### src/rtl/spc_pkg.sv
// Package for the shared pin controller: counts, the memory-type
// code and the per-pin role decode.
// Assumes pins are numbered 0..2 from the lowest shared address bit.
package spc_pkg;

    localparam int NUM_PINS = 3;
    localparam int NUM_GPIO = 3;
    localparam int CODE_W   = 2;
    localparam int IDX_W    = $clog2(NUM_GPIO + 1);

    typedef enum logic [CODE_W-1:0] {
        MT_ALL_GPIO = 2'b00,
        MT_MIX_A    = 2'b01,
        MT_MIX_B    = 2'b10,
        MT_ALL_ADDR = 2'b11
    } memtype_e;

    typedef struct packed {
        logic             is_gpio;
        logic [IDX_W-1:0] gpio_num;   // 1..NUM_GPIO when is_gpio
    } pin_role_t;

    // Role of one pin under a given memory-type code
    function automatic pin_role_t role_of(memtype_e mt, int unsigned pin);
        pin_role_t r;
        r = '{is_gpio: 1'b0, gpio_num: '0};
        unique case (mt)
            MT_ALL_GPIO: begin
                r.is_gpio = 1'b1;
                case (pin)
                    0:       r.gpio_num = IDX_W'(3);
                    1:       r.gpio_num = IDX_W'(1);
                    default: r.gpio_num = IDX_W'(2);
                endcase
            end
            MT_MIX_A, MT_MIX_B: begin
                if (pin != 0) begin
                    r.is_gpio  = 1'b1;
                    r.gpio_num = (pin == 1) ? IDX_W'(1) : IDX_W'(2);
                end
            end
            default: r = '{is_gpio: 1'b0, gpio_num: '0};
        endcase
        return r;
    endfunction

endpackage

### src/rtl/spc_strap.sv
// Memory-type strap capture.
// Reloads the code every clock while reset is held and freezes it once
// reset is released, so the code in force is the one present at release.
// Assumes the strap bus is stable around the release edge.
module spc_strap
    import spc_pkg::*;
(
    input  logic              clk,
    input  logic              rst_n,
    input  logic [CODE_W-1:0] strap_i,
    output memtype_e          code_o
);

    memtype_e code_q;

    // Track the strap during reset, hold it afterwards
    always_ff @(posedge clk) begin
        if (!rst_n) begin
            code_q <= memtype_e'(strap_i);
        end
    end

    assign code_o = code_q;

endmodule

### src/rtl/spc_regs.sv
// GPIO direction and data registers with readback.
// Assumes one write per strobe cycle. Reads are combinational on the offset.
// Unmapped and reserved offsets read zero.
module spc_regs
    import spc_pkg::*;
#(
    parameter int                ADDR_W  = 8,
    parameter int                DATA_W  = 8,
    parameter logic [ADDR_W-1:0] CFG_OFS = 8'h1E,
    parameter logic [ADDR_W-1:0] RSV_OFS = 8'h1F,
    parameter logic [ADDR_W-1:0] CTL_OFS = 8'h20
) (
    input  logic                clk,
    input  logic                rst_n,
    input  logic [ADDR_W-1:0]   addr_i,
    input  logic                wr_i,
    input  logic [NUM_GPIO:1]   wdata_i,
    input  logic [NUM_GPIO:1]   avail_i,
    input  logic [NUM_GPIO:1]   level_i,
    output logic [NUM_GPIO:1]   dir_o,
    output logic [NUM_GPIO:1]   data_o,
    output logic [DATA_W-1:0]   rdata_o
);

    localparam int HI_PAD = DATA_W - NUM_GPIO - 1;

    logic [NUM_GPIO:1] dir_q;
    logic [NUM_GPIO:1] data_q;
    logic [NUM_GPIO:1] ctl_view;

    // Direction register: cleared on reset, loaded by writes to its offset
    always_ff @(posedge clk) begin
        if (!rst_n) begin
            dir_q <= '0;
        end else if (wr_i && addr_i == CFG_OFS) begin
            dir_q <= wdata_i;
        end
    end

    // Data register: cleared on reset, loaded by writes to its offset
    always_ff @(posedge clk) begin
        if (!rst_n) begin
            data_q <= '0;
        end else if (wr_i && addr_i == CTL_OFS) begin
            data_q <= wdata_i;
        end
    end

    // Data/status view: written value for outputs, pad level for inputs
    always_comb begin
        for (int g = 1; g <= NUM_GPIO; g++) begin
            if (!avail_i[g])
                ctl_view[g] = 1'b0;
            else if (dir_q[g])
                ctl_view[g] = data_q[g];
            else
                ctl_view[g] = level_i[g];
        end
    end

    // Read multiplexer; the reserved offset falls to zero
    always_comb begin
        unique case (addr_i)
            CFG_OFS: rdata_o = {{HI_PAD{1'b0}}, dir_q, 1'b0};
            CTL_OFS: rdata_o = {{HI_PAD{1'b0}}, ctl_view, 1'b0};
            RSV_OFS: rdata_o = '0;
            default: rdata_o = '0;
        endcase
    end

    assign dir_o  = dir_q;
    assign data_o = data_q;

endmodule

### src/rtl/spc_pin_mux.sv
// Per-pin function multiplexer and input synchronizers.
// Address pins always drive their address bit. GPIO pins follow the
// direction and data registers. Every pad input passes two flops before
// it is reported back per GPIO number.
// Assumes the code is constant outside reset.
module spc_pin_mux
    import spc_pkg::*;
(
    input  logic                clk,
    input  logic                rst_n,
    input  memtype_e            code_i,
    input  logic [NUM_GPIO:1]   dir_i,
    input  logic [NUM_GPIO:1]   data_i,
    input  logic [NUM_PINS-1:0] addr_i,
    input  logic [NUM_PINS-1:0] pin_in_i,
    output logic [NUM_PINS-1:0] pin_out_o,
    output logic [NUM_PINS-1:0] pin_oe_o,
    output logic [NUM_GPIO:1]   avail_o,
    output logic [NUM_GPIO:1]   level_o
);

    logic [NUM_PINS-1:0] sync1_q;
    logic [NUM_PINS-1:0] sync2_q;
    pin_role_t           role [NUM_PINS];

    for (genvar p = 0; p < NUM_PINS; p++) begin : g_pin
        // Two-flop synchronizer for this pad
        always_ff @(posedge clk) begin
            if (!rst_n) begin
                sync1_q[p] <= 1'b0;
                sync2_q[p] <= 1'b0;
            end else begin
                sync1_q[p] <= pin_in_i[p];
                sync2_q[p] <= sync1_q[p];
            end
        end

        // Role decode and pad drive for this pin
        always_comb begin
            role[p] = role_of(code_i, p);
            if (role[p].is_gpio) begin
                pin_out_o[p] = data_i[role[p].gpio_num];
                pin_oe_o[p]  = dir_i[role[p].gpio_num];
            end else begin
                pin_out_o[p] = addr_i[p];
                pin_oe_o[p]  = 1'b1;
            end
        end
    end

    // Gather availability and synchronized level by GPIO number
    always_comb begin
        avail_o = '0;
        level_o = '0;
        for (int p = 0; p < NUM_PINS; p++) begin
            if (role[p].is_gpio) begin
                avail_o[role[p].gpio_num] = 1'b1;
                level_o[role[p].gpio_num] = sync2_q[p];
            end
        end
    end

endmodule

### src/rtl/shared_pin_ctrl.sv
// Top of the shared address/GPIO pin controller.
// Captures the memory-type code at reset release, holds the GPIO
// registers and drives the three shared pads.
// Assumes a single clock domain for the register port. Pad inputs are asynchronous.
module shared_pin_ctrl
    import spc_pkg::*;
#(
    parameter int                ADDR_W  = 8,
    parameter int                DATA_W  = 8,
    parameter logic [ADDR_W-1:0] CFG_OFS = 8'h1E,
    parameter logic [ADDR_W-1:0] RSV_OFS = 8'h1F,
    parameter logic [ADDR_W-1:0] CTL_OFS = 8'h20
) (
    input  logic                clk,
    input  logic                rst_n,
    input  logic [CODE_W-1:0]   strap_i,
    input  logic [ADDR_W-1:0]   reg_addr_i,
    input  logic                reg_wr_i,
    input  logic [NUM_GPIO-1:0] reg_wdata_i,
    output logic [DATA_W-1:0]   reg_rdata_o,
    input  logic [NUM_PINS-1:0] dram_addr_i,
    input  logic [NUM_PINS-1:0] pin_in_i,
    output logic [NUM_PINS-1:0] pin_out_o,
    output logic [NUM_PINS-1:0] pin_oe_o
);

    memtype_e          strap_q;
    logic [NUM_GPIO:1] dir_q;
    logic [NUM_GPIO:1] data_q;
    logic [NUM_GPIO:1] gpio_avail;
    logic [NUM_GPIO:1] gpio_level;

    spc_strap u_strap (
        .clk     (clk),
        .rst_n   (rst_n),
        .strap_i (strap_i),
        .code_o  (strap_q)
    );

    spc_regs #(
        .ADDR_W  (ADDR_W),
        .DATA_W  (DATA_W),
        .CFG_OFS (CFG_OFS),
        .RSV_OFS (RSV_OFS),
        .CTL_OFS (CTL_OFS)
    ) u_regs (
        .clk     (clk),
        .rst_n   (rst_n),
        .addr_i  (reg_addr_i),
        .wr_i    (reg_wr_i),
        .wdata_i (reg_wdata_i),
        .avail_i (gpio_avail),
        .level_i (gpio_level),
        .dir_o   (dir_q),
        .data_o  (data_q),
        .rdata_o (reg_rdata_o)
    );

    spc_pin_mux u_mux (
        .clk       (clk),
        .rst_n     (rst_n),
        .code_i    (strap_q),
        .dir_i     (dir_q),
        .data_i    (data_q),
        .addr_i    (dram_addr_i),
        .pin_in_i  (pin_in_i),
        .pin_out_o (pin_out_o),
        .pin_oe_o  (pin_oe_o),
        .avail_o   (gpio_avail),
        .level_o   (gpio_level)
    );

endmodule

### config.mk
export PLATFORM = sky130hd
export DESIGN_NAME = shared_pin_ctrl
export DESIGN_NICKNAME = d
export VERILOG_FILES = /design/src/rtl/spc_pkg.sv /design/src/rtl/spc_strap.sv /design/src/rtl/spc_regs.sv /design/src/rtl/spc_pin_mux.sv /design/src/rtl/shared_pin_ctrl.sv
export SDC_FILE = /design/constraint.sdc
export NUM_CORES = 1
export LEC_CHECK = 0
export BUFFER_PORTS_ARGS = -buffer_cell sky130_fd_sc_hd__buf_2
export CAP_MARGIN = 10
export CORE_MARGIN = 2
export CORE_UTILIZATION = 39
export CTS_CLUSTER_SIZE = 20
export DETAILED_ROUTE_END_ITERATION = 6
export MAX_ROUTING_LAYER = met4
export PLACE_DENSITY = 0.79
export SLEW_MARGIN = 20
export SYNTH_ARGS = -nofsm -noshare
export SYNTH_HDL_FRONTEND = slang
export SYNTH_HIERARCHICAL = 1
export SYNTH_SLANG_ARGS = --single-unit
export TNS_END_PERCENT = 5
### constraint.sdc
create_clock -name clk -period 1.1 [get_ports clk]
set_input_delay 0.11 -clock clk [delete_from_list [all_inputs] [get_ports clk]]
set_output_delay 0.11 -clock clk [all_outputs]
set_load 0.02 [all_outputs]
# After elaboration in Yosys (flattened, before gate mapping)
# Cells that the tools add are included.
dict set report word_totals {
  ff_bits 14
  latch_bits 0
  mem_bits_rw 0
  mem_bits_ro 0
  input_bits 22
  output_inout_bits 14
  word_cells 71
  mem_count 0
}
dict set report op_classes {
  addsub 0
  mul 0
  n_div 0
  magnitude_cmp 6
  eq_ne 4
  n_shift 0
  muxes 42
  n_bitwise 3
  n_reduce_logical 7
}
# operator count
set op_table {}
lappend op_table {{$mux W3} 9}
lappend op_table {{$mux W1} 21}
lappend op_table {{$bmux W1 S2} 6}
lappend op_table {{$lt A2 B3 Y1 const B} 3}
lappend op_table {{$eq A8 B5 Y1 const B} 1}
lappend op_table {{$eq A8 B6 Y1 const B} 1}
lappend op_table {{$pmux W4 S2} 1}
lappend op_table {{$bwmux W3} 2}
lappend op_table {{$demux W1 S2} 3}
lappend op_table {{$ge A2 B1 Y1 const B} 3}
lappend op_table {{$or A3 B3 Y3} 2}
lappend op_table {{$logic_and A1 B1 Y1} 5}
lappend op_table {{$and A3 B3 Y3} 1}
lappend op_table {{$reduce_or A3 Y1} 1}
lappend op_table {{$eq A2 B1 Y1 const B} 1}
lappend op_table {{$eq A2 B2 Y1 const B} 1}
lappend op_table {{$logic_not A2 Y1} 1}

# Longest topological paths before layout
dict set report depth {
  depth_word 15
  mapped_depth 5
  mapped_depth_nobuf 5
}

# Modules after synthesis
# Netlist, hierarchy kept.
# mod n_inst cells_each area_each_um2
set by_module_without_submodules {}
lappend by_module_without_submodules {spc_regs 1 46 407.9}
lappend by_module_without_submodules {spc_pin_mux 1 24 261.5}
lappend by_module_without_submodules {spc_strap 1 3 63.8}

# Worst setup path before layout
# No wires, ideal clock.
dict set report synth_path {
  path_type {register to output}
  start {register u_strap.code_q[1] (netlist: u_strap/code_o[1])}
  end {output port reg_rdata_o[1]}
  t_arrival_ns 1.274
  t_required_ns 0.990
  setup_slack_ns -0.284
  path_stages_with_launch 6
  n_path_buf 0
  cell_sequence {edfxtp_1 nand2_2 and2_2 mux2_2 nand4_1 a21oi_1}
}
dict set report synth_between {
  word_cells_on_any_way 36
  cone_classes {order compare: 6; eq/ne: 2; mux: 20; bitwise: 3; reduce/logical: 5}
}
# element line_no
set synth_lines {}
lappend synth_lines {{start, declared} spc_strap.sv:14} ;# memtype_e code_q;
lappend synth_lines {{start signal, assigned} spc_strap.sv:19} ;# code_q <= memtype_e'(strap_i);
lappend synth_lines {{$eq A2 B1 Y1, or another cell as far along} spc_pkg.sv:27} ;# unique case (mt)
lappend synth_lines {{$reduce_or A3 Y1 (no source line) / $mux W3 (equally long branches)} --}
lappend synth_lines {{$mux W3, or another cell as far along} --}
lappend synth_lines {{$lt A2 B3 Y1 (implied by the code), or another cell as far along} spc_pin_mux.sv:57} ;# avail_o[role[p].gpio_num] = 1'b1;
lappend synth_lines {{$logic_and A1 B1 Y1 (implied by the code) / $mux W1 (equally long branches)} spc_pin_mux.sv:57}
lappend synth_lines {{$mux W1 (implied by the code) / $demux W1 S2 (equally long branches)} --}
lappend synth_lines {{$demux W1 S2 / $mux W3 (equally long branches)} --}
lappend synth_lines {{$or A3 B3 Y3 (no source line)} --}
lappend synth_lines {{$mux W3} spc_pin_mux.sv:56} ;# if (role[p].is_gpio) begin
lappend synth_lines {{$or A3 B3 Y3 (no source line)} --}
lappend synth_lines {{$mux W3 *} spc_pin_mux.sv:56}
lappend synth_lines {{named net gpio_avail, one bit} shared_pin_ctrl.sv:30} ;# logic [NUM_GPIO:1] gpio_avail;
lappend synth_lines {{$mux W1 *} spc_regs.sv:52} ;# if (!avail_i[g])
lappend synth_lines {{$pmux W4 S2 *} spc_regs.sv:63} ;# unique case (addr_i)
lappend synth_lines {{end, declared} shared_pin_ctrl.sv:20} ;# output logic [DATA_W-1:0] reg_rdata_o,
# The timed path passes the listed nets; every way through them passes the cells marked *.

# Worst setup path after layout
dict set report layout_path {
  start {register u_strap.code_q[1] (netlist: u_strap/code_o[1])}
  end {output port reg_rdata_o[2]}
}
dict set report layout_between {
  elab_chain_len 15
  word_cells_on_any_way 36
  cone_classes {order compare: 6; eq/ne: 2; mux: 20; bitwise: 3; reduce/logical: 5}
}
# element line_no
set layout_lines {}
lappend layout_lines {{$logic_not A2 Y1} spc_pkg.sv:27}
lappend layout_lines {{$mux W3} spc_pkg.sv:27}
lappend layout_lines {{$lt A2 B3 Y1 (implied by the code) / $ge A2 B1 Y1 (equally long branches)} spc_pin_mux.sv:58} ;# level_o[role[p].gpio_num] = sync2_q[p];
lappend layout_lines {{$logic_and A1 B1 Y1 (implied by the code)} spc_pin_mux.sv:58}
lappend layout_lines {{$mux W1 (implied by the code)} spc_pin_mux.sv:58}
lappend layout_lines {{$demux W1 S2} --}
lappend layout_lines {{$and A3 B3 Y3 (no source line)} --}
lappend layout_lines {{$mux W3} spc_pin_mux.sv:56}
lappend layout_lines {{$bwmux W3} spc_pin_mux.sv:58}
lappend layout_lines {{$mux W3} spc_pin_mux.sv:56}
lappend layout_lines {{$bwmux W3} spc_pin_mux.sv:58}
lappend layout_lines {{$mux W3 *} spc_pin_mux.sv:56}
lappend layout_lines {{named net gpio_level, one bit} shared_pin_ctrl.sv:31} ;# logic [NUM_GPIO:1] gpio_level;
lappend layout_lines {{$mux W1 *} spc_regs.sv:54} ;# else if (dir_q[g])
lappend layout_lines {{$mux W1 *} spc_regs.sv:52}
lappend layout_lines {{$pmux W4 S2 *} spc_regs.sv:63}
# Marks and branches as above.

==> results.ini <==
[setup_path]
critical_path.slowest_cell = edfxtp_1
cp.required_ns = 0.99
worstSetupPathType = flip-flop to primary output
startpoint_type = flip-flop
critPathArrivalTime_ns = 1.48
crit_family = flip-flops
crit_fanout = 3
endpoint_kind = primary output
path_cells = nand2_2 -> and2_4 -> mux2_4 -> nand4_1 -> a21oi_2 -> buf_4
slowest_delay_ns = 0.43
path_buf_inv = 1

[layout]
area_growth_pct = 36.2
drive_gt1_frac = 0.495
nNetsFinal = 135
final_cells = 136
diodes = 0
final_cell_mix = buf_2 (27), dfxtp_1 (12), buf_4 (10)
nFillCells = 159
layout_commonest_cell = buf_2

[sta]
post-route-period-util = 1.44
layout_min_cycle_time_ns = 1.59
rsz0062_at_grt = true
setup_violations = 9
hold_viol = 0
whs_ns = 0.0174
finClkSkew_ns = 0.000180
max_freq_ghz = 0.631
drv_slew = 0
setup_ws_ns = -0.486

[power]
switchingPower_uw = 248
p_leak_uw = 0.000508
seq_power_share = 0.545
comb_power_share = 0.184
p_sw_frac = 0.249
ir_drop_v = 0.000634
clkPwrFrac = 0.271
cellPowerDensity_nw_per_um2 = 997
power.internal_uw = 748

[yosys]
synth_seq_cells = 14
synth_cell_types = 24
syn_inst = 73
seq_area_frac_synth = 0.410
syn_area_um2 = 733
yosysWarnings = 6
syn_area_per_cell_um2 = 10.0

[place]
port_buffers = 30
hpwlAfterDp_mm = 1.20
place_congestion = 0.698
dpl.cell_count = 132

[cts]
insertion_delay_ns = 0.26
cts-root-buf = clkbuf_4
cts-buffers-inserted = 3
h-tree-depth = 1
cts_tree = built
cts_sinks = 14
cts_buffer_depth = 2
clkTransAtPathRegs_ns = 0.07

[global_routing]
grt_usage = 0.149
grt_max_degree = 17
grt_pass1_vias = 568
antenna_found_initial = 0
overflow = 0
grt_pass1_wl_mm = 2.17

[drt]
drcViolationCount = 0
ant_nets = 0
drtIter0Drc = 6
wl_mm = 1.45
vias = 629
post_drt_wl_per_cell_um = 10.7
first_pass_iters = 4
vias_per_cell = 4.63

[floorplan]
io_pins = 36
std_cell_rows = 15
die_x_um = 47.4
coreArea_um2 = 1750
initial_core_util = 0.420
die_area_um2 = 2240
die_y_um = 47.4

[run]
drv_cap = 0

[run_status]
status = finished, violations left
violations = setup timing

[min_path]
hold_path.class = input pin to flip-flop

-- cell usage after synthesis --
| library cell | number | area share |
|---|---|---|
| or2b_1 | 2 | 0.020 |
| nand2_1 | 9 | 0.046 |
| nand2_2 | 1 | 0.0085 |
| and2_1 | 7 | 0.060 |
| mux2_2 | 3 | 0.046 |
| inv_1 | 1 | 0.0051 |
| and4b_1 | 1 | 0.014 |
| mux2_1 | 1 | 0.015 |
| conb_1 | 1 | 0.0051 |
| nor4_4 | 1 | 0.029 |
| edfxtp_1 | 2 | 0.082 |
| dfxtp_1 | 12 | 0.33 |
| and2_2 | 2 | 0.020 |
| mux2i_1 | 6 | 0.082 |
| mux2_4 | 2 | 0.041 |
| nand4_1 | 4 | 0.034 |
| buf_1 | 1 | 0.0051 |
| or3_1 | 2 | 0.017 |
| buf_4 | 6 | 0.061 |
| a21oi_1 | 3 | 0.020 |
| nor2_2 | 1 | 0.0085 |
| nor3_2 | 1 | 0.014 |
| nand4_2 | 1 | 0.017 |
| nand3_1 | 3 | 0.020 |
-- final timing paths --
kind	slack [ns]	startpoint	endpoint	cells past startpoint
worst max-delay path	-0.49	u_strap/code_o[1]$_DFFE_PN_	reg_rdata_o[2]	6
worst min register to register	0.44	u_mux/sync1_q[0]$_SDFF_PN0_	u_mux/sync2_q[0]$_SDFF_PN0_	1
worst min-delay path	0.02	strap_i[1]	u_strap/code_o[1]$_DFFE_PN_	1
worst max register to register	0.37	u_regs/dir_o[1]$_SDFFE_PN0P_	u_regs/dir_o[1]$_SDFFE_PN0P_	3
-- logic make-up after synthesis --
kind of cell / share of synthesized area
and+or+nand+nor: 0.309
DFF: 0.410
muxes: 0.184
buffers and inverters: 0.0717
AOI/OAI and AO/OA: 0.0205
other: 0.00511
-- per-stage QoR --
| stage | utilization | power (µW) | worst slack (ns) | setup TNS, ns | area, µm² |
|---|---|---|---|---|---|
| 2_1_floorplan | - | 668 | -0.194 | -0.571 | 769 |
| 5_1_grt | 0.572 | 1050 | -0.601 | -4.39 | 998 |
| 4_1_cts | 0.570 | 1020 | -0.522 | -3.79 | 995 |
| 6_report | 0.572 | 996 | -0.486 | -3.57 | 998 |
| 3_3_place_gp | 0.547 | 731 | -0.197 | -1.00 | 955 |
| 3_5_place_dp | 0.547 | 736 | -0.244 | -1.26 | 955 |
-- layer usage --
metal / GRT usage / up-vias / part of all wire
li1: - / 324 / -
met1: 0.131 / 274 / 0.39
met2: 0.281 / 29 / 0.53
met3: 0.0346 / 2 / 0.074
met4: 0.0833 / 0 / 0.0034
met5: - / - / 0
-- final cells by class --
class	count	area (µm²)	share of cell area
Clock buffer	3	22.5	0.0226
Inverter	1	3.75	0.00376
Multi-Input combinational cell	55	420	0.421
Sequential cell	14	300	0.301
Tap cell	25	31.3	0.0313
Timing Repair Buffer	38	220	0.221
-- registers in the layout, summed over array words and instances (netlist names) --
| signal | count |
|---|---|
| u_regs/data_o | 3 |
| u_mux/sync1_q | 3 |
| u_strap/code_o | 2 |
| u_mux/sync2_q | 3 |
| u_regs/dir_o | 3 |
-- what timing repair did --
| action | in CTS | in global routing |
|---|---|---|
| setup buffers | 0 | 0 |
| endpoints found under the hold margin | 1 | 0 |
| gates resized for setup | 3 | 1 |
| setup endpoints to repair | 9 | 9 |
| pin swaps | 2 | 6 |
| hold buffers | 1 | 0 |
-- power groups by stage --
stage          clock network (µW)  registers [µW]  logic (µW)
2_1_floorplan                   0             554         114
3_3_place_gp                    0             554         177
3_5_place_dp                    0             555         180
4_1_cts                       291             543         184
5_1_grt                       308             545         200
6_report                      270             543         183
Note: power is estimated with default switching activity, not from simulation.
